File: config.mk
export PLATFORM = sky130hd
export DESIGN_NAME = btn_conditioner
export DESIGN_NICKNAME = d
export VERILOG_FILES = /design/src/rtl/btn_cond_pkg.sv /design/src/rtl/btn_sync.sv /design/src/rtl/btn_tick_gen.sv /design/src/rtl/btn_filter.sv /design/src/rtl/btn_conditioner.sv
export SDC_FILE = /design/constraint.sdc
export NUM_CORES = 1
export LEC_CHECK = 0
export BUFFER_PORTS_ARGS = -buffer_cell sky130_fd_sc_hd__buf_4
export CAP_MARGIN = 20
export CORE_MARGIN = 4
export CORE_UTILIZATION = 33
export CTS_CLUSTER_DIAMETER = 120
export DETAILED_ROUTE_END_ITERATION = 16
export GPL_ROUTABILITY_DRIVEN = 0
export PLACE_DENSITY = 0.49
export SYNTH_ARGS = -nofsm -noshare
export SYNTH_HDL_FRONTEND = slang
export SYNTH_SLANG_ARGS = --single-unit
File: constraint.sdc
create_clock -name clk -period 2.2 [get_ports clk]
set_input_delay 0.11 -clock clk [delete_from_list [all_inputs] [get_ports clk]]
set_output_delay 0.11 -clock clk [all_outputs]
set_load 0.05 [all_outputs]
File: src/rtl/btn_cond_pkg.sv
package btn_cond_pkg;

  typedef enum logic {
    LVL_RELEASED = 1'b0,
    LVL_PRESSED  = 1'b1
  } btn_level_e;

  // True on the count value at which bit `tap` has just turned from 0 to 1.
  function automatic logic tap_hit(input logic [63:0] count, input int unsigned tap);
    logic [63:0] mask;
    mask = (64'd1 << (tap + 1)) - 64'd1;
    return (count & mask) == (64'd1 << tap);
  endfunction

  // Two successive samples agree.
  function automatic logic samples_agree(input logic now_s, input logic before_s);
    return now_s == before_s;
  endfunction

  // Level goes from released to pressed.
  function automatic logic press_edge(input logic next_lvl, input logic cur_lvl);
    return (next_lvl == LVL_PRESSED) && (cur_lvl == LVL_RELEASED);
  endfunction

endpackage

File: src/rtl/btn_sync.sv
module btn_sync #(
  parameter int STAGES = 2
) (
  input  logic clk,
  input  logic rst,
  input  logic pin_n,
  output logic lvl
);
  localparam int LAST = STAGES - 1;

  logic [STAGES-1:0] chain;

  // Inversion at the entry: the chain carries an active-high level.
  always_ff @(posedge clk) begin
    if (rst) chain <= '0;
    else     chain <= {chain[LAST-1:0], ~pin_n};
  end

  assign lvl = chain[LAST];

endmodule

File: src/rtl/btn_tick_gen.sv
module btn_tick_gen #(
  parameter int CNT_W   = 32,
  parameter int TAP_BIT = 22
) (
  input  logic clk,
  input  logic rst,
  output logic tick
);
  import btn_cond_pkg::*;

  localparam int PAD_W = 64 - CNT_W;

  logic [CNT_W-1:0] count_q;

  always_ff @(posedge clk) begin
    if (rst) count_q <= '0;
    else     count_q <= count_q + 1'b1;
  end

  assign tick = tap_hit({{PAD_W{1'b0}}, count_q}, TAP_BIT);

  AST_TICK_SPACED: assert property (@(posedge clk) disable iff (rst)
    tick |=> !tick);

endmodule

File: src/rtl/btn_filter.sv
module btn_filter (
  input  logic clk,
  input  logic rst,
  input  logic tick,
  input  logic lvl_in,
  output logic deb,
  output logic rise
);
  import btn_cond_pkg::*;

  logic prev_s;
  logic deb_q;
  logic pulse_q;

  // Named events for the checks below.
  logic agree_w;
  logic set_w;

  assign agree_w = tick && samples_agree(lvl_in, prev_s);
  assign set_w   = agree_w && press_edge(lvl_in, deb_q);

  always_ff @(posedge clk) begin
    if (rst) begin
      prev_s  <= LVL_RELEASED;
      deb_q   <= LVL_RELEASED;
      pulse_q <= 1'b0;
    end else begin
      pulse_q <= set_w;
      if (tick) begin
        prev_s <= lvl_in;
        if (agree_w) deb_q <= lvl_in;
      end
    end
  end

  assign deb  = deb_q;
  assign rise = pulse_q;

  AST_DEB_ON_TICK: assert property (@(posedge clk) disable iff (rst)
    (deb_q != $past(deb_q)) |-> $past(tick));

endmodule

File: src/rtl/btn_conditioner.sv
module btn_conditioner #(
  parameter int CNT_W   = 32,
  parameter int TAP_BIT = 22
) (
  input  logic clk,
  input  logic rst,
  input  logic btn_n,
  output logic pressed,
  output logic press_pulse
);
  localparam int SYNC_STAGES = 2;

  logic lvl_sync;
  logic tick;

  btn_sync #(.STAGES(SYNC_STAGES)) u_sync (
    .clk   (clk),
    .rst   (rst),
    .pin_n (btn_n),
    .lvl   (lvl_sync)
  );

  btn_tick_gen #(.CNT_W(CNT_W), .TAP_BIT(TAP_BIT)) u_tick (
    .clk  (clk),
    .rst  (rst),
    .tick (tick)
  );

  btn_filter u_filter (
    .clk    (clk),
    .rst    (rst),
    .tick   (tick),
    .lvl_in (lvl_sync),
    .deb    (pressed),
    .rise   (press_pulse)
  );

  AST_SYNC_TWO_EDGES: assert property (@(posedge clk) disable iff (rst)
    (!$past(rst) && !$past(rst, 2)) |-> (lvl_sync == !$past(btn_n, 2)));

  AST_PULSE_AT_RISE: assert property (@(posedge clk) disable iff (rst)
    press_pulse |-> (pressed && !$past(pressed)));

  AST_PULSE_ONE_CYCLE: assert property (@(posedge clk) disable iff (rst)
    press_pulse |=> !press_pulse);

  AST_NO_PULSE_ON_RELEASE: assert property (@(posedge clk) disable iff (rst)
    $fell(pressed) |-> !press_pulse);

  AST_RESET_CLEARS: assert property (@(posedge clk)
    $past(rst) |-> (!pressed && !press_pulse));

endmodule

==> results.yml, run 1 <==
route:
  ant_nets: 0
  routedWlPerCell_um: 11.97
  drc_errors: 0
  drt_iter0_markers: 36
  wl_mm: 2.370
  dr.pass1.iters: 4
  vias_per_cell: 5.040
  vias: 998
sta:
  hold_viol_final: 0
  timing.setup.tns_ns: 0
  maxSlewHeadroom: 0.7589
  fin_crit_ns: 1.814
  fmax_mhz: 551.3
  period_share: 0.8244
  drv_slew: 0
  tightest_slew_ns: 0.3567
  rsz0062_at_grt: "false"
  fin_skew_ns: 0.006003
  setup_viol: 0
global_routing:
  antenna_found_initial: 0
  grt_usage: 0.1034
  grt_pass1_wl_mm: 4.181
  grt_pass1_vias: 972
  grt_max_degree: 35
  overflow: 0
placement:
  io_buffers: 4
  post-place-cells: 193
  hpwl_mm: 1.688
cts:
  cts_resized: 0
  cts_buffers: 3
  clk-insertion-delay-late_ns: 0.27
  clk_pin_slew_ns: 0.09
  htreeDepth: 1
  cts_tree: "built"
  cts_buffer_depth: 2
  cts-root-buf: "clkbuf_8"
  postCtsSetupBuffers: 0
  cts_hold_buf: 1
  cts.sink_count: 28
job:
  max_cap_viol_count: 0
synthesis:
  syn_avg_cell_area_um2: 8.913
  synth_top_family_by_area: "simple AND/OR/NAND/NOR gates"
  synth-simple-area-share: 0.3452
  ys.warnings.count: 0
  syn-instance-count: 146
  synth.mux.area_fraction: 0.03462
  synth_edf_count: 0
  synth_fa_ha_area_frac: 0.01923
  synth.ff_latch_count: 28
  async_flop_share: 0
  synth_compound_gate_area_share: 0.05865
  synth_top_flop_cell: "dfxtp_1"
  netlist_area_mm2: 0.001301
  syn_nets: 151
  synthXorXnorAreaFrac: 0.07404
  ys_types: 29
  synth_seq_area_share: 0.4308
die:
  rows: 22
  die_w_um: 70.80
  dieHeight_um: 70.80
  start_util: 0.3476
  core_mm2: 0.003744
  die_area_mm2: 0.005012
  ios: 5
setup_path:
  worstPathRequired_ns: 2.36
  cp-end-kind: "flop"
  critPathKind: "flop to flop"
  crit_arrival_ns: 1.98
  cp_cell_sequence: "and4_1 -> nand4_4 -> nor4_4 -> mux2_1"
  startpoint_type: "flop"
  cpPeakStageDelay_ns: 0.46
  slowest_stage: "and4_1"
  crit_fanout: 8
final_layout:
  fin_nets: 156
  fillerInstances: 416
  diodes: 0
  finalNonFillerCells: 198
  most-common-layout-cells: "28 x dfxtp_1, 21 x nor2_1, 9 x xor2_1, 9 x nand2_1, 9 x o21ai_0"
  layout-drive-gt1-share: 0.08667
  final_common_cell: "dfxtp_1"
  finish.utilization: 0.3820
  syn2layout_area_growth_pct: 9.904
power:
  power_density_mw_per_mm2: 606.3
  p_leak_nw: 0.5442
  ir_worst_vdd_uv: 203.9
min_path:
  hold_class: "input port to flop"
run_status:
  status: "finished clean"
worst max-delay path: cells and delay by family, from the launching register on:
family        cells  cell delay [ns]
simple gates      3             0.92
flops             1             0.44
mux               1             0.34
routing by layer:
layer  global-route usage  vias to the layer above  wire length, um
li1                     -                      516                -
met1               0.1274                      473             1176
met2               0.1710                        5             1089
met3              0.02557                        4               57
met4              0.04384                        0               46
met5                    0                        -                0
cell families (layout without fill, tap and decap cells):
| group | Yosys count | in the layout |
|---|---|---|
| adders and majority gates | 2 | 2 |
| AOI/OAI and AO/OA | 15 | 15 |
| xor gates and xnor gates | 11 | 11 |
| buffers and inverters | 11 | 15 |
| and+or+nand+nor | 75 | 75 |
| DFF | 28 | 28 |
| muxes | 4 | 4 |
layout make-up:
cell class	count	area [um2]	area share
multi-input cells	107	691.9	0.4838
flip-flops and latches	28	560.5	0.3920
well taps	48	60.06	0.04199
clock buffers	4	55.05	0.03850
repair buffers	5	40.04	0.02800
inverters	6	22.52	0.01575
registers in the layout, summed over array words and instances, names as in the netlist:
| name | count |
|---|---|
| u_tick.count_q | 23 |
| u_sync.chain | 2 |
| u_filter.deb | 1 |
| u_filter.prev_s | 1 |
| u_filter.rise | 1 |
worst paths after layout:
check             slack [ns]               from                 end  cells after the start
setup / recovery        0.39  u_tick.count_q[2]  u_tick.count_q[22]                      4
hold / removal          0.21                rst     u_sync.chain[0]                      2
setup reg to reg        0.39  u_tick.count_q[2]  u_tick.count_q[22]                      4
hold reg to reg         0.45    u_sync.chain[0]     u_sync.chain[1]                      1
per-stage QoR:
stage | instance area [um2] | worst slack, ns | hold WS [ns] | total power [mW]
after CTS | 1430 | 0.3634 | 0.1970 | 0.8815
final | 1430 | 0.3862 | 0.2052 | 0.8670
after floorplan | 1301 | 0.6654 | 0.1824 | 0.5515
after global routing | 1430 | 0.2378 | 0.2265 | 0.9066
after global placement | 1365 | 0.4523 | 0.2655 | 0.5612
after detailed placement | 1365 | 0.3761 | 0.2683 | 0.5624
cells in the mapped netlist, types with 5 or more instances:
cell | number | share of area
dfxtp_1 | 28 | 0.43
nor2_1 | 21 | 0.061
nand2_1 | 9 | 0.026
o21ai_0 | 9 | 0.035
xor2_1 | 9 | 0.061
nand3_1 | 7 | 0.027
inv_1 | 6 | 0.017
nand4_1 | 6 | 0.029
nor2b_1 | 6 | 0.029
or3_1 | 6 | 0.029
a21oi_1 | 5 | 0.019
power by group:
| part | switching [mW] | leakage [nW] | internal (mW) |
|---|---|---|---|
| Combinational | 0.0204 | 0.289 | 0.0132 |
| Sequential | 0.00543 | 0.227 | 0.513 |
| Clock | 0.155 | 0.0288 | 0.160 |
| Total | 0.181 | 0.544 | 0.686 |
No activity file was read; power rests on OpenSTA's default activity.
==> inputs of run 2 (changes only) <==
==> constraint.sdc (replaced) <==
create_clock -name clk -period 1.9 [get_ports clk]
set_input_delay 0.095 -clock clk [delete_from_list [all_inputs] [get_ports clk]]
set_output_delay 0.095 -clock clk [all_outputs]
set_load 0.05 [all_outputs]
==> run 2 against run 1 <==
Clock skew is 0.0037 ns higher. Combinational power is 20% higher. Clock-buffer cell count is 1 lower. First-iteration DRC count is 8.3% higher. Critical path depth stayed put. Global-route usage hardly changed. Critical endpoint unchanged. Largest power group unchanged.
==> results.yml, run 2 (same netlist as run 1, synthesis figures left out) <==
final_layout:
  syn2layout_area_growth_pct: 12.88
  most-common-layout-cells: "28 x dfxtp_1, 21 x nor2_1, 9 x xor2_1, 9 x nand2_1, 9 x o21ai_0"
  layout-drive-gt1-share: 0.1046
  fin_nets: 159
  diodes: 0
  final_common_cell: "dfxtp_1"
  finalNonFillerCells: 201
  largest-register: "u_tick.count_q"
  fillerInstances: 402
  largestRegisters: "u_tick.count_q x23, u_sync.chain x2"
  largest_register_ffs: 23
global_routing:
  grt_max_degree: 35
  antenna_found_initial: 0
  overflow: 0
  grt_pass1_wl_mm: 4.264
  grt_usage: 0.1038
  grt_pass1_vias: 940
setup_path:
  crit_fanout: 7
  cp-end-kind: "flop"
  startpoint_type: "flop"
  worstPathRequired_ns: 2.07
  crit_arrival_ns: 1.84
  critPathKind: "flop to flop"
sta:
  timing.setup.tns_ns: 0
  maxSlewHeadroom: 0.7552
  hold_viol_final: 0
  fmax_mhz: 596.6
  fin_skew_ns: 0.009658
  setup_viol: 0
  tightest_slew_ns: 0.3620
  fin_crit_ns: 1.676
  rsz0062_at_grt: "false"
  drv_slew: 0
  period_share: 0.8822
run_status:
  status: "finished clean"
die:
  die_area_mm2: 0.005012
  ios: 5
  rows: 22
  core_mm2: 0.003744
  dieHeight_um: 70.80
  start_util: 0.3476
  die_w_um: 70.80
power:
  p_int_mw: 0.8929
  power_density_mw_per_mm2: 755.8
  comb_power_share: 0.036
  power.switching_mw: 0.2173
  power_frac_seq: 0.540
  pwr-share-clk: 0.423
  sw_frac_of_total: 0.1957
  ir_worst_vdd_uv: 409.3
  p_leak_nw: 0.5673
route:
  wl_met2_mm: 1.079
  vias_per_cell: 4.930
  wl_mm: 2.398
  ant_nets: 0
  dr.pass1.iters: 4
  drc_errors: 0
  vias: 991
  drt_iter0_markers: 39
  routedWlPerCell_um: 11.93
  route.met3.wl_um: 55
  wirelength_met1_mm: 1.219
  dr.max_layer_used: "met4"
cts:
  cts_buffer_depth: 2
  cts_resized: 0
  clk-insertion-delay-late_ns: 0.28
  cts-root-buf: "clkbuf_8"
  cts.sink_count: 28
  cts_buffers: 3
  cts_tree: "built"
  htreeDepth: 1
  clk_pin_slew_ns: 0.10
placement:
  io_buffers: 4
  post-place-cells: 196
  hpwl_mm: 1.725
min_path:
  hold_class: "input port to flop"
job:
  max_cap_viol_count: 0
==> run 2: per-layer routing <==
| layer | vias up | global-route usage |
|---|---|---|
| li1 | 520 | - |
| met1 | 458 | 0.1392 |
| met2 | 8 | 0.1617 |
| met3 | 5 | 0.02131 |
| met4 | 0 | 0.04384 |
| met5 | - | 0 |
==> run 2: path summary, 6_finish.rpt <==
kind | startpoint | endpoint | slack, ns | depth (start not counted)
worst max-delay path | u_tick.count_q[6] | u_tick.count_q[22] | 0.22 | 4
worst min register to register | u_sync.chain[0] | u_sync.chain[1] | 0.45 | 1
worst max register to register | u_tick.count_q[6] | u_tick.count_q[22] | 0.22 | 4
worst min-delay path | rst | u_tick.count_q[0] | 0.19 | 2
==> run 2: final cells by class <==
type / instances / area, um2 / area share
repair buffers: 8 / 62.56 / 0.04259
flip-flops and latches: 28 / 560.5 / 0.3816
inverters: 6 / 22.52 / 0.01533
well taps: 48 / 60.06 / 0.04089
clock buffers: 3 / 41.29 / 0.02811
multi-input cells: 107 / 691.9 / 0.4710
clock inverters: 1 / 30.03 / 0.02044
==> run 2: power groups by stage <==
stage,clock network (mW),logic [mW],registers [mW]
after CTS,0.487,0.0409,0.600
after global routing,0.504,0.0450,0.602
after global placement,0,0.0380,0.613
final,0.470,0.0402,0.600
after detailed placement,0,0.0385,0.614
after floorplan,0,0.0264,0.612
==> run 2: through the flow <==
step / utilization / power, mW / hold WS (ns) / setup slack (ns) / cell area (um2)
global route: 0.3924 / 1.150 / 0.1980 / 0.1078 / 1469
floorplan: - / 0.6386 / 0.1674 / 0.3654 / 1301
finish: 0.3924 / 1.110 / 0.1908 / 0.2238 / 1469
CTS: 0.3924 / 1.128 / 0.1825 / 0.2016 / 1469
global placement: 0.3707 / 0.6510 / 0.2523 / 0.2206 / 1388
detailed placement: 0.3707 / 0.6524 / 0.2605 / 0.2156 / 1388
==> run 2: critical path, stage by stage (launching register included) <==
cell and delay (ns):
dfxtp_1 0.43, and4_2 0.36, nand4_4 0.19, nor4_4 0.25
mux2_1 0.33
==> run 2: repair_timing <==
item / 4_1_cts / 5_1_grt
hold endpoints to repair: 1 / 0
hold buffers: 1 / 0
buffers inserted: 0 / 0
==> inputs of run 3 (changes only) <==
--- a/config.mk
+++ b/config.mk
@@ -8,11 +8,11 @@
 export BUFFER_PORTS_ARGS = -buffer_cell sky130_fd_sc_hd__buf_4
 export CAP_MARGIN = 20
 export CORE_MARGIN = 4
-export CORE_UTILIZATION = 33
+export CORE_UTILIZATION = 45
 export CTS_CLUSTER_DIAMETER = 120
 export DETAILED_ROUTE_END_ITERATION = 16
 export GPL_ROUTABILITY_DRIVEN = 0
-export PLACE_DENSITY = 0.49
+export PLACE_DENSITY = 0.62
 export SYNTH_ARGS = -nofsm -noshare
 export SYNTH_HDL_FRONTEND = slang
 export SYNTH_SLANG_ARGS = --single-unit
==> run 3 against run 2 <==
First-iteration DRC count is 130% higher. Design area shrank 4.3%. Clock skew fell by 0.0016 ns. Sequential power hardly changed. Die area decreased by 24%. Critical endpoint unchanged. Largest cell class unchanged. Highest routed layer unchanged.
==> results.yml, run 3 (same netlist as run 1, synthesis figures left out) <==
final_layout:
  fin_nets: 158
  multi_input_area_um2: 691.9
  largest-register: "u_tick.count_q"
  finalNonFillerCells: 183
  largestRegisters: "u_tick.count_q x23, u_sync.chain x2"
  design_area_mm2: 0.001405
  layout-drive-gt1-share: 0.09868
  most-common-layout-cells: "28 x dfxtp_1, 21 x nor2_1, 9 x xor2_1, 9 x nand2_1, 9 x o21ai_0"
  largest_register_ffs: 23
  final_common_cell: "dfxtp_1"
  diodes: 0
  finish.utilization: 0.5095
  seqCellArea_um2: 560.5
  syn2layout_area_growth_pct: 7.981
  fillerInstances: 272
min_path:
  hold_class: "input port to flop"
  min_from: "rst"
  hold_end: "u_tick.count_q[9]"
  worstHoldPathCells: 2
sta:
  hold_viol_final: 0
  setup_viol: 0
  fin_hold_ws_ns: 0.1239
  rsz0062_at_grt: "false"
  fin_skew_ns: 0.008071
  tightest_slew_ns: 0.3448
  fin_crit_ns: 1.671
  maxSlewHeadroom: 0.7669
  period_share: 0.8797
  fmax_mhz: 598.3
  timing.setup.tns_ns: 0
  drv_slew: 0
global_routing:
  grt_max_degree: 35
  grt_usage: 0.1502
  antenna_found_initial: 0
  grt_pass1_wl_mm: 4.229
  overflow: 0
  grt_pass1_vias: 958
cts:
  clk_pin_slew_ns: 0.15
  cts.sink_count: 28
  cts_buffers: 3
  cts_tree: "built"
  cts-root-buf: "clkbuf_4"
  htreeDepth: 1
  clk-insertion-delay-late_ns: 0.33
  cts_resized: 0
  cts_buffer_depth: 2
power:
  power.switching_mw: 0.2040
  power_frac_seq: 0.645
  comb_power_share: 0.041
  pwr-share-clk: 0.314
  ir_worst_vdd_uv: 329.6
  sw_frac_of_total: 0.2189
  p_leak_nw: 0.5472
  power_density_mw_per_mm2: 663.2
  p_int_mw: 0.7280
die:
  dieHeight_um: 61.78
  core_mm2: 0.002758
  die_area_mm2: 0.003816
  start_util: 0.4719
  ios: 5
  rows: 19
  die_w_um: 61.78
route:
  wl_mm: 2.317
  vias: 992
  drc_errors: 0
  ant_nets: 0
  routedWlPerCell_um: 12.66
  dr.pass1.iters: 4
  drt_iter0_markers: 88
  vias_per_cell: 5.421
placement:
  post-place-cells: 178
  hpwl_mm: 1.606
  io_buffers: 4
  dpl_cell_area_mm2: 0.001359
job:
  max_cap_viol_count: 0
setup_path:
  path_buf_inv: 0
  slowest_stage: "dfxtp_1"
  cpPeakStageDelay_ns: 0.45
  startpoint_type: "flop"
  rr_endpoint: "u_tick.count_q[22]"
  cp_cell_sequence: "and4_1 -> nand4_4 -> nor4_4 -> mux2_1"
  crit_arrival_ns: 1.91
  crit_fanout: 7
  reg2reg_setup_slack_ns: 0.23
  critPathKind: "flop to flop"
  cp-end-kind: "flop"
  ff2ff_path_depth: 4
  crit_family: "simple AND/OR/NAND/NOR gates"
  reg2reg_from: "u_tick.count_q[2]"
  worstPathRequired_ns: 2.14
run_status:
  status: "finished clean"
==> run 3: changes by cell type in the layout (fill, tap and decap cells not counted), sizes merged <==
cell,delta
buf,-1
bufinv,-1
clkbuf,+1
==> run 3: final cells by class <==
class / count / share of cell area
inverters: 6 / 0.01603
clock buffers: 4 / 0.02582
well taps: 31 / 0.02760
flip-flops and latches: 28 / 0.3989
multi-input cells: 107 / 0.4924
repair buffers: 7 / 0.03918
==> run 3: per-layer routing <==
layer / GRT usage / wire length, um / share of wire
met1: 0.1871 / 1161 / 0.50
met2: 0.2392 / 1034 / 0.45
met3: 0.02893 / 66 / 0.028
met4: 0.09091 / 55 / 0.024
met5: 0 / 0 / 0
==> run 3: repair_timing <==
action / in CTS / in global routing
hold buffers: 1 / 0
endpoints found under the hold margin: 1 / 0
setup buffers: 0 / 0
==> run 3: worst max-delay path by stage <==
stage,startpoint,endpoint,slack (ns),cells after the start
CTS,u_tick.count_q[2],u_tick.count_q[22],0.21,4
floorplan,u_tick.count_q[2],u_tick.count_q[22],0.37,5
global route,u_tick.count_q[0],u_filter.deb,0.08,6
finish,u_tick.count_q[2],u_tick.count_q[22],0.23,4
global placement,u_tick.count_q[3],u_tick.count_q[22],0.28,4
detailed placement,u_tick.count_q[2],u_tick.count_q[22],0.23,4
==> run 3: stage by stage <==
stage | total power, mW | worst slack, ns
finish | 0.9319 | 0.2286
global route | 0.9778 | 0.07734
CTS | 0.9455 | 0.2069
detailed placement | 0.6499 | 0.2279
global placement | 0.6485 | 0.2824
floorplan | 0.6386 | 0.3654
==> run 3: power by group through the flow <==
stage / Combinational (mW) / Sequential [mW] / Clock, mW
3_3_place_gp: 0.0354 / 0.613 / 0
4_1_cts: 0.0382 / 0.601 / 0.306
3_5_place_dp: 0.0362 / 0.614 / 0
6_report: 0.0379 / 0.601 / 0.293
2_1_floorplan: 0.0264 / 0.612 / 0
5_1_grt: 0.0434 / 0.603 / 0.332
